### src/rtl/focus_acq_ctrl.sv
module focus_acq_ctrl #(
  parameter int DW = 16,
  parameter int RW = 16,
  parameter int TW = 16
) (
  input  logic                 clk,
  input  logic                 rst_n,
  input  logic                 start_cmd,
  input  logic                 stop_cmd,
  input  logic                 smp_vld,
  input  logic [DW-1:0]        ca_smp,
  input  logic signed [DW-1:0] fe_smp,
  input  logic signed [RW-1:0] cfg_ramp_ofs,
  input  logic [RW-1:0]        cfg_ramp_hgt,
  input  logic [RW-1:0]        cfg_ramp_step,
  input  logic [DW-1:0]        cfg_ca_start,
  input  logic [DW-1:0]        cfg_ca_drop,
  input  logic [DW-1:0]        cfg_fe_start,
  input  logic [TW-1:0]        cfg_loss_lim,
  input  logic                 gain_up_cmd,
  input  logic                 gain_dn_cmd,
  output logic signed [RW-1:0] ramp_out,
  output logic                 fok,
  output logic                 pid_en,
  output logic                 int_hold,
  output logic                 focus_lost,
  output logic [2:0]           state_o,
  output logic signed [1:0]    gain_lvl,
  output logic                 int_div2,
  output logic                 int_mul2
);
  localparam int EW = RW + 2;
  localparam logic [2:0] S_IDLE = 3'd0, S_RAMP = 3'd1, S_ARMED = 3'd2,
                         S_LOCKED = 3'd3, S_DROP = 3'd4, S_RESTART = 3'd5;

  logic [2:0]           st_q;
  logic signed [RW-1:0] ramp_q;
  logic                 dir_q;
  logic                 fok_q;
  logic [TW-1:0]        loss_q;
  logic signed [DW-1:0] fe_prev_q;
  logic signed [1:0]    lvl_q;
  logic                 div2_q, mul2_q;

  // focus-good value after this sample, with hysteresis between the two levels
  logic fok_n;
  assign fok_n = (ca_smp < cfg_ca_drop) ? 1'b0 : ((ca_smp >= cfg_ca_start) ? 1'b1 : fok_q);

  logic [DW:0] fe_mag;
  logic        fe_hit, fe_xing;
  assign fe_mag  = fe_smp[DW-1] ? (~{1'b1, fe_smp} + 1'b1) : {1'b0, fe_smp};
  assign fe_hit  = fe_mag >= {1'b0, cfg_fe_start};
  assign fe_xing = (fe_smp == '0) || (fe_smp[DW-1] != fe_prev_q[DW-1]);

  logic signed [EW-1:0] ofs_x, hgt_x, step_x, ramp_x, top_x, bot_x, up_x, dn_x, nxt_x;
  logic                 dir_n;
  assign ofs_x  = {{2{cfg_ramp_ofs[RW-1]}}, cfg_ramp_ofs};
  assign hgt_x  = {2'b00, cfg_ramp_hgt};
  assign step_x = {2'b00, cfg_ramp_step};
  assign ramp_x = {{2{ramp_q[RW-1]}}, ramp_q};
  assign top_x  = ofs_x + hgt_x;
  assign bot_x  = ofs_x - hgt_x;
  assign up_x   = ramp_x + step_x;
  assign dn_x   = ramp_x - step_x;

  always_comb begin
    nxt_x = ramp_x;
    dir_n = dir_q;
    if (!dir_q) begin
      if (up_x >= top_x) begin nxt_x = top_x; dir_n = 1'b1; end
      else nxt_x = up_x;
    end else begin
      if (dn_x <= bot_x) begin nxt_x = bot_x; dir_n = 1'b0; end
      else nxt_x = dn_x;
    end
  end

  always_ff @(posedge clk or negedge rst_n) begin
    if (!rst_n) fe_prev_q <= '0;
    else if (smp_vld) fe_prev_q <= fe_smp;
  end

  always_ff @(posedge clk or negedge rst_n) begin
    if (!rst_n) begin
      st_q   <= S_IDLE;
      ramp_q <= '0;
      dir_q  <= 1'b0;
      fok_q  <= 1'b0;
      loss_q <= '0;
      lvl_q  <= '0;
      div2_q <= 1'b0;
      mul2_q <= 1'b0;
    end else begin
      div2_q <= 1'b0;
      mul2_q <= 1'b0;
      if ((gain_up_cmd ^ gain_dn_cmd) && st_q == S_LOCKED) begin
        if (gain_up_cmd && lvl_q != 2'sd1) begin
          lvl_q  <= lvl_q + 2'sd1;
          div2_q <= 1'b1;
        end
        if (gain_dn_cmd && lvl_q != -2'sd1) begin
          lvl_q  <= lvl_q - 2'sd1;
          mul2_q <= 1'b1;
        end
      end
      if (stop_cmd) begin
        st_q   <= S_IDLE;
        ramp_q <= '0;
        dir_q  <= 1'b0;
        fok_q  <= 1'b0;
        loss_q <= '0;
        lvl_q  <= '0;
        div2_q <= 1'b0;
        mul2_q <= 1'b0;
      end else if (st_q == S_IDLE) begin
        if (start_cmd) begin
          st_q   <= S_RAMP;
          ramp_q <= cfg_ramp_ofs;
          dir_q  <= 1'b0;
          lvl_q  <= '0;
        end
      end else if (smp_vld) begin
        fok_q <= fok_n;
        case (st_q)
          S_RAMP: begin
            ramp_q <= nxt_x[RW-1:0];
            dir_q  <= dir_n;
            if (fok_n && fe_hit) st_q <= S_ARMED;
          end
          S_ARMED: begin
            ramp_q <= nxt_x[RW-1:0];
            dir_q  <= dir_n;
            if (!fok_n) st_q <= S_RAMP;
            else if (fe_xing) st_q <= S_LOCKED;
          end
          S_LOCKED: begin
            if (!fok_n) begin
              st_q   <= S_DROP;
              loss_q <= {{(TW-1){1'b0}}, 1'b1};
            end else loss_q <= '0;
          end
          S_DROP: begin
            if (fok_n) begin
              st_q   <= S_LOCKED;
              loss_q <= '0;
            end else if (loss_q >= cfg_loss_lim) begin
              st_q   <= S_RESTART;
              loss_q <= '0;
              ramp_q <= cfg_ramp_ofs;
              dir_q  <= 1'b0;
            end else loss_q <= loss_q + {{(TW-1){1'b0}}, 1'b1};
          end
          S_RESTART: st_q <= S_RAMP;
          default:   st_q <= S_IDLE;
        endcase
      end
    end
  end

  assign ramp_out   = ramp_q;
  assign fok        = fok_q;
  assign pid_en     = (st_q == S_LOCKED) || (st_q == S_DROP);
  assign int_hold   = (st_q == S_DROP);
  assign focus_lost = (st_q == S_RESTART);
  assign state_o    = st_q;
  assign gain_lvl   = lvl_q;
  assign int_div2   = div2_q;
  assign int_mul2   = mul2_q;

  assert_ramp_in_window_R2: assert property (@(posedge clk) disable iff (!rst_n)
    (st_q == S_RAMP || st_q == S_ARMED) |-> (ramp_x >= bot_x && ramp_x <= top_x));
  assert_lock_from_armed_R5: assert property (@(posedge clk) disable iff (!rst_n)
    $rose(pid_en) |-> $past(st_q) == S_ARMED);
  assert_ramp_frozen_R6: assert property (@(posedge clk) disable iff (!rst_n)
    (pid_en && $past(pid_en) && !$past(stop_cmd)) |-> $stable(ramp_q));
  assert_hold_without_fok_R7: assert property (@(posedge clk) disable iff (!rst_n)
    int_hold |-> !fok);
  assert_loss_after_limit_R8: assert property (@(posedge clk) disable iff (!rst_n)
    $rose(focus_lost) |-> ($past(st_q) == S_DROP && $past(loss_q) >= $past(cfg_loss_lim)));
  assert_one_rescale_R9: assert property (@(posedge clk) disable iff (!rst_n)
    $onehot0({int_div2, int_mul2}));
  assert_rescale_when_locked_R9: assert property (@(posedge clk) disable iff (!rst_n)
    (int_div2 || int_mul2) |-> $past(st_q) == S_LOCKED);
  assert_stop_to_idle_R10: assert property (@(posedge clk) disable iff (!rst_n)
    stop_cmd |=> st_q == S_IDLE);
endmodule

### config.mk
export PLATFORM = sky130hd
export DESIGN_NAME = focus_acq_ctrl
export DESIGN_NICKNAME = d
export VERILOG_FILES = /design/src/rtl/focus_acq_ctrl.sv
export SDC_FILE = /design/constraint.sdc
export NUM_CORES = 1
export LEC_CHECK = 0
export ABC_AREA = 0
export BUFFER_PORTS_ARGS = -buffer_cell sky130_fd_sc_hd__buf_2
export CAP_MARGIN = 20
export CORE_UTILIZATION = 25
export CTS_CLUSTER_DIAMETER = 150
export DETAILED_ROUTE_END_ITERATION = 8
export SLEW_MARGIN = 15
export SYNTH_ARGS = -nofsm -noshare
export SYNTH_HDL_FRONTEND = slang
export SYNTH_SLANG_ARGS = --single-unit
### constraint.sdc
create_clock -name clk -period 7.8 [get_ports clk]
set_clock_uncertainty 0.2 [all_clocks]
set_input_delay 1.56 -clock clk [delete_from_list [all_inputs] [get_ports clk]]
set_output_delay 1.56 -clock clk [all_outputs]
set_load 0.03 [all_outputs]
# == After elaboration in Yosys (flattened, before gate mapping) ==
# Cells that the tools add are included.
# word_totals
ff_bits,57
latchBits,0
ramBits,0
mem_bits_ro,0
input_bits,151
output_inout_bits,27
memories,0
# op_classes
addsub,8
mul,0
n_div,0
order_cmp,6
eq_ne,16
shifts,0
n_mux,56
n_bitwise,2
n_reduce_logical,17
# op_table
op,count
$mux W16,14
$pmux W16 S2,2
$add A16 B17 Y18,2
$sub A16 B17 Y18,2
$ge A16 B16 Y1,2
$mux W3,10
$mux W1,21
$ge A18 B18 Y1,1
$le A18 B18 Y1,1
$add A17 B1 Y17 const B,1
$ge A17 B16 Y1,1
$mux W17,1
$not A17 Y17,1
$add A16 B1 Y16 const B,1
$logic_not A16 Y1,1
$lt A16 B16 Y1,1
$pmux W3 S5,1
$mux W2,6
$ne A4 B3 Y1 const B,2
$eq A3 B2 Y1 const B,2
$eq A3 B3 Y1 const B,2
$reduce_and A6 Y1,1
$reduce_bool A3 Y1,2
$ne A5 B2 Y1 const B,1
21 further kinds,26

# == Depth between registers and ports, before layout ==
# depth
depth_word,10
mapped_depth,24

# == Least setup slack after synthesis ==
# No wires, ideal clock.
# synth_path
path_type,input to register
startpoint,input cfg_ramp_ofs[0]
endpoint,"register ramp_q[14], in the netlist ramp_out[14]"
setup_time_ns,0.087
arrival_time_ns,5.555
required_time_ns,7.513
setup_slack_ns,1.958
stages,23
n_path_buf,1
cell_sequence,inv_1 ha_1 fa_1 nor2b_1 o21ai_0 a21oi_1 o21ai_0 a21oi_1 a21o_1 nand2_1 a21oi_1 xnor2_1 ha_1 and4_1 and3_1 a2111oi_0 o21ai_0 o21ai_1 inv_1 clkbuf_1 a211oi_1 a31oi_1 o211ai_1
# synth_between
elab_chain_len,8
elab_cells_between_ends,11
classes_between,2 x add/sub; 2 x order compare; 7 x mux
# synth_rtl
item,line,rtl
from (decl),13,"input logic signed [RW-1:0] cfg_ramp_ofs,"
$add A16 B17 Y18 or $sub A16 B17 Y18 (tied branches),"61, 62",
$ge A18 B18 Y1 or $le A18 B18 Y1 (tied branches),"70, 73",
$mux W16 (on tied branches),"70, 73",
$mux W16 (*),69,if (!dir_q) begin
$pmux W16 S2 (*),124,case (st_q)
$mux W16 (*),122,end else if (smp_vld) begin
$mux W16 (*),115,end else if (st_q == S_IDLE) begin
$mux W16 (*),106,if (stop_cmd) begin
to (signal assigned),118,ramp_q <= cfg_ramp_ofs;
to (signal assigned),126,ramp_q <= nxt_x[RW-1:0];
to (signal assigned),131,ramp_q <= nxt_x[RW-1:0];
to (decl),37,logic signed [RW-1:0] ramp_q;
# Mark *: on every way between the ends. The rest lies on a longest branch, timed or not. The select of a mux whose other input is x is not followed.
# A chain may end at the register's enable or synchronous reset.

# == Worst setup path in the final report ==
# layout_path
startpoint,input cfg_ramp_ofs[0]
endpoint,"register ramp_q[8], in the netlist ramp_out[8]"
# Same word-level chain as after synthesis.

==> out/metrics.yaml <==
outcome: "complete, no violations"
max-cap-violations: 0
postPlaceCellArea_sq_um: 10100
p_per_area_nw_per_um2: 239
design_area_sq_um: 10200
hold_buffers: 0
synth_area_leader_cell: "ha_1"
hold_path_class: "reg -> reg"
gp_congestion: 0.866
post_cts_buffers: 0
dr.pass1.iters: 5
crit_start: "cfg_ramp_ofs[0]"
synthAdderAreaFrac_pct: 24.8
grt_remaining_overflow: 0
worstPathMaxFanout: 15
crit_path_start_kind: "primary input"
avgSynthCellArea_sq_um: 7.87
rows: 68
clkTransAtPathRegs_ns: 0.07
antenna_left: 0
drt-total-wl_mm: 25.3
cts_root_buf: "clkbuf_16"
crit_type: "in -> reg"
place.detailed.hpwl_mm: 21.8
seq_area_frac_synth_pct: 12.0
r2r-start: "ramp_out[0]$_DFFE_PN0P_"
syn-instance-count: 1116
wl_per_cell_um: 14.7
ir_drop_v: 0.000144
io_pins: 178
grt_antenna_before_repair: 0
drcViolationCount: 0
die_x_um: 189
ff2ff_setup_slack_ns: 2.50
holdPathStages: 1
worstHoldStart: "fe_prev_q[15]$_DFFE_PN0P_"
cts_tree: "yes"
synth_top_flop_cell: "dfrtp_1"
portBuffers: 177
hold_end: "fe_prev_q[15]$_DFFE_PN0P_"
num_vias: 8239
finalPower_mw: 2.43
async_reset_ff_share_pct: 100
post-route-period-util_pct: 81.7
die_y_um: 189
htree_levels: 2
core_area_sq_um: 34500
final_common_cell: "buf_2"
first_global_vias: 8037
grt_max_degree: 43
setup_viol: 0
p_leak_nw: 5.32
dp_slack_ns: 1.26
clk_latency_ns: 0.30
synth-compound-area-share_pct: 22.9
worstPathRequired_ns: 7.74
path_cells: "buf_2 > inv_1 > ha_1 > fa_1 > nor2b_1 > o21ai_0 > a21oi_1 > o21ai_0 > a21oi_1 > a21o_1 > nand2_1 > a21oi_1 > xnor2_1 > ha_1 > and4_1 > and3_1 > a2111oi_0 > o21ai_0 > o21ai_1 > buf_4 > inv_1 > mux2i_1 > a32oi_1 > o221ai_1"
worst_ep_arrival_time_ns: 6.31
die-area_sq_um: 35900
ys_ff_latch: 42
fin_ws_ns: 1.43
drtIter0Drc: 410
final_cells: 1727
syn2layout_area_growth_pct: 16.1
drive_gt1_share_pct: 18.5
numClockSinks: 42
synth.yosys.warnings: 0
reg2regPathDepth: 22
synthMuxAreaShare_pct: 4.56
nets: 1594
fin_crit_ns: 6.37
worst_pin_slew_ns: 0.931
most-common-layout-cells: "buf_2 (177), ha_1 (168), inv_1 (161)"
yosysUniqueCellTypes: 99
critPathBufInv: 4
grt_usage_pct: 14.1
synth_top_family_by_area: "adder cells"
clockBufferDepth: 2
finalSetupTns_ns: 0
whs_ns: 0.341
critPathSlowestCell: "fa_1"
synth_edf_count: 0
syn_area_sq_um: 8780
synthSimpleGateAreaFrac_pct: 17.9
syn_nets: 1439
crit_path_end_kind: "register"
rsz0062_at_grt: "false"
grt_pass1_wl_mm: 40.8
r2r-end: "ramp_out[8]$_DFFE_PN0P_"
max_freq_ghz: 0.157
synth-xor-area-share_pct: 8.46
hold_viol: 0
place_inst: 1719
diodes: 0
synth_top_area_share_pct: 23.9
synth_area_leaders: "ha_1 (24%), dfrtp_1 (12%), inv_1 (6.9%), xnor2_1 (6.8%), a21oi_1 (3.9%)"
drv_slew: 0
slew_headroom_pct: 37.7
start_util_pct: 25.4
detail_route.vias_per_cell: 4.77
cts-resized-gates: 0
cp_top_family: "compound AO/OA/AOI/OAI gates"
cts_buffers: 5
fin_util_pct: 29.5
critical_path.max_stage_delay_ns: 0.41
## Yosys cell counts, types with 20 or more instances
master and count:
a21o_1 36, a21oi_1 69, dfrtp_1 42, ha_1 168, inv_1 161, mux2i_1 34
nand2_1 52, nand2b_1 23, nand3_1 21, nor2_1 88, nor2b_1 20, nor3_1 24
o21ai_0 39, xnor2_1 68
## power breakdown
part	internal [mW]	leakage (nW)	switching [mW]
registers	0.257	0.568	0.0757
logic	0.781	4.68	1.11
clock network	0.119	0.0708	0.0950
## state kept, by name, summed over array words and instances, names as in the netlist
register and count:
loss_q 16, int_mul2 1, dir_q 1, ramp_out 16, fok 1, state_o 3
fe_prev_q 1, int_div2 1, gain_lvl 2
## worst max path at each step
stage | to | slack [ns] | cells past startpoint
2_1_floorplan | ramp_out[14]$_DFFE_PN0P_ | 1.96 | 23
3_3_place_gp | ramp_out[8]$_DFFE_PN0P_ | 1.28 | 24
3_5_place_dp | ramp_out[8]$_DFFE_PN0P_ | 1.26 | 24
4_1_cts | ramp_out[8]$_DFFE_PN0P_ | 1.54 | 24
5_1_grt | ramp_out[8]$_DFFE_PN0P_ | 1.01 | 24
6_report | ramp_out[8]$_DFFE_PN0P_ | 1.43 | 24
## logic make-up (layout without fill, tap and decap cells)
kind of cell / after synthesis / after routing
compound gates: 278 / 278
xor+xnor: 84 / 84
fa+ha+maj: 172 / 172
buf+inv: 196 / 352
flops: 42 / 42
mux: 39 / 39
simple gates: 305 / 305
## routing by layer
metal  routed length, um  global-route usage [%]  vias to the layer above
met5                   0                       0                        -
met4                 250                    2.33                        0
met3                1020                    1.65                       18
met2               12000                    24.8                      194
met1               12100                    18.5                     3809
li1                    -                       -                     4218
## area by class of cell
| class | instances | area [sq um] |
|---|---|---|
| Timing Repair Buffer | 180 | 908 |
| Fill cell | 3797 | 24300 |
| Clock buffer | 6 | 129 |
| Sequential cell | 42 | 1050 |
| Clock inverter | 2 | 13.8 |
| Multi-Input combinational cell | 878 | 6910 |
| Inverter | 164 | 616 |
| Tap cell | 455 | 569 |
Power figures use the tool's default switching activity.
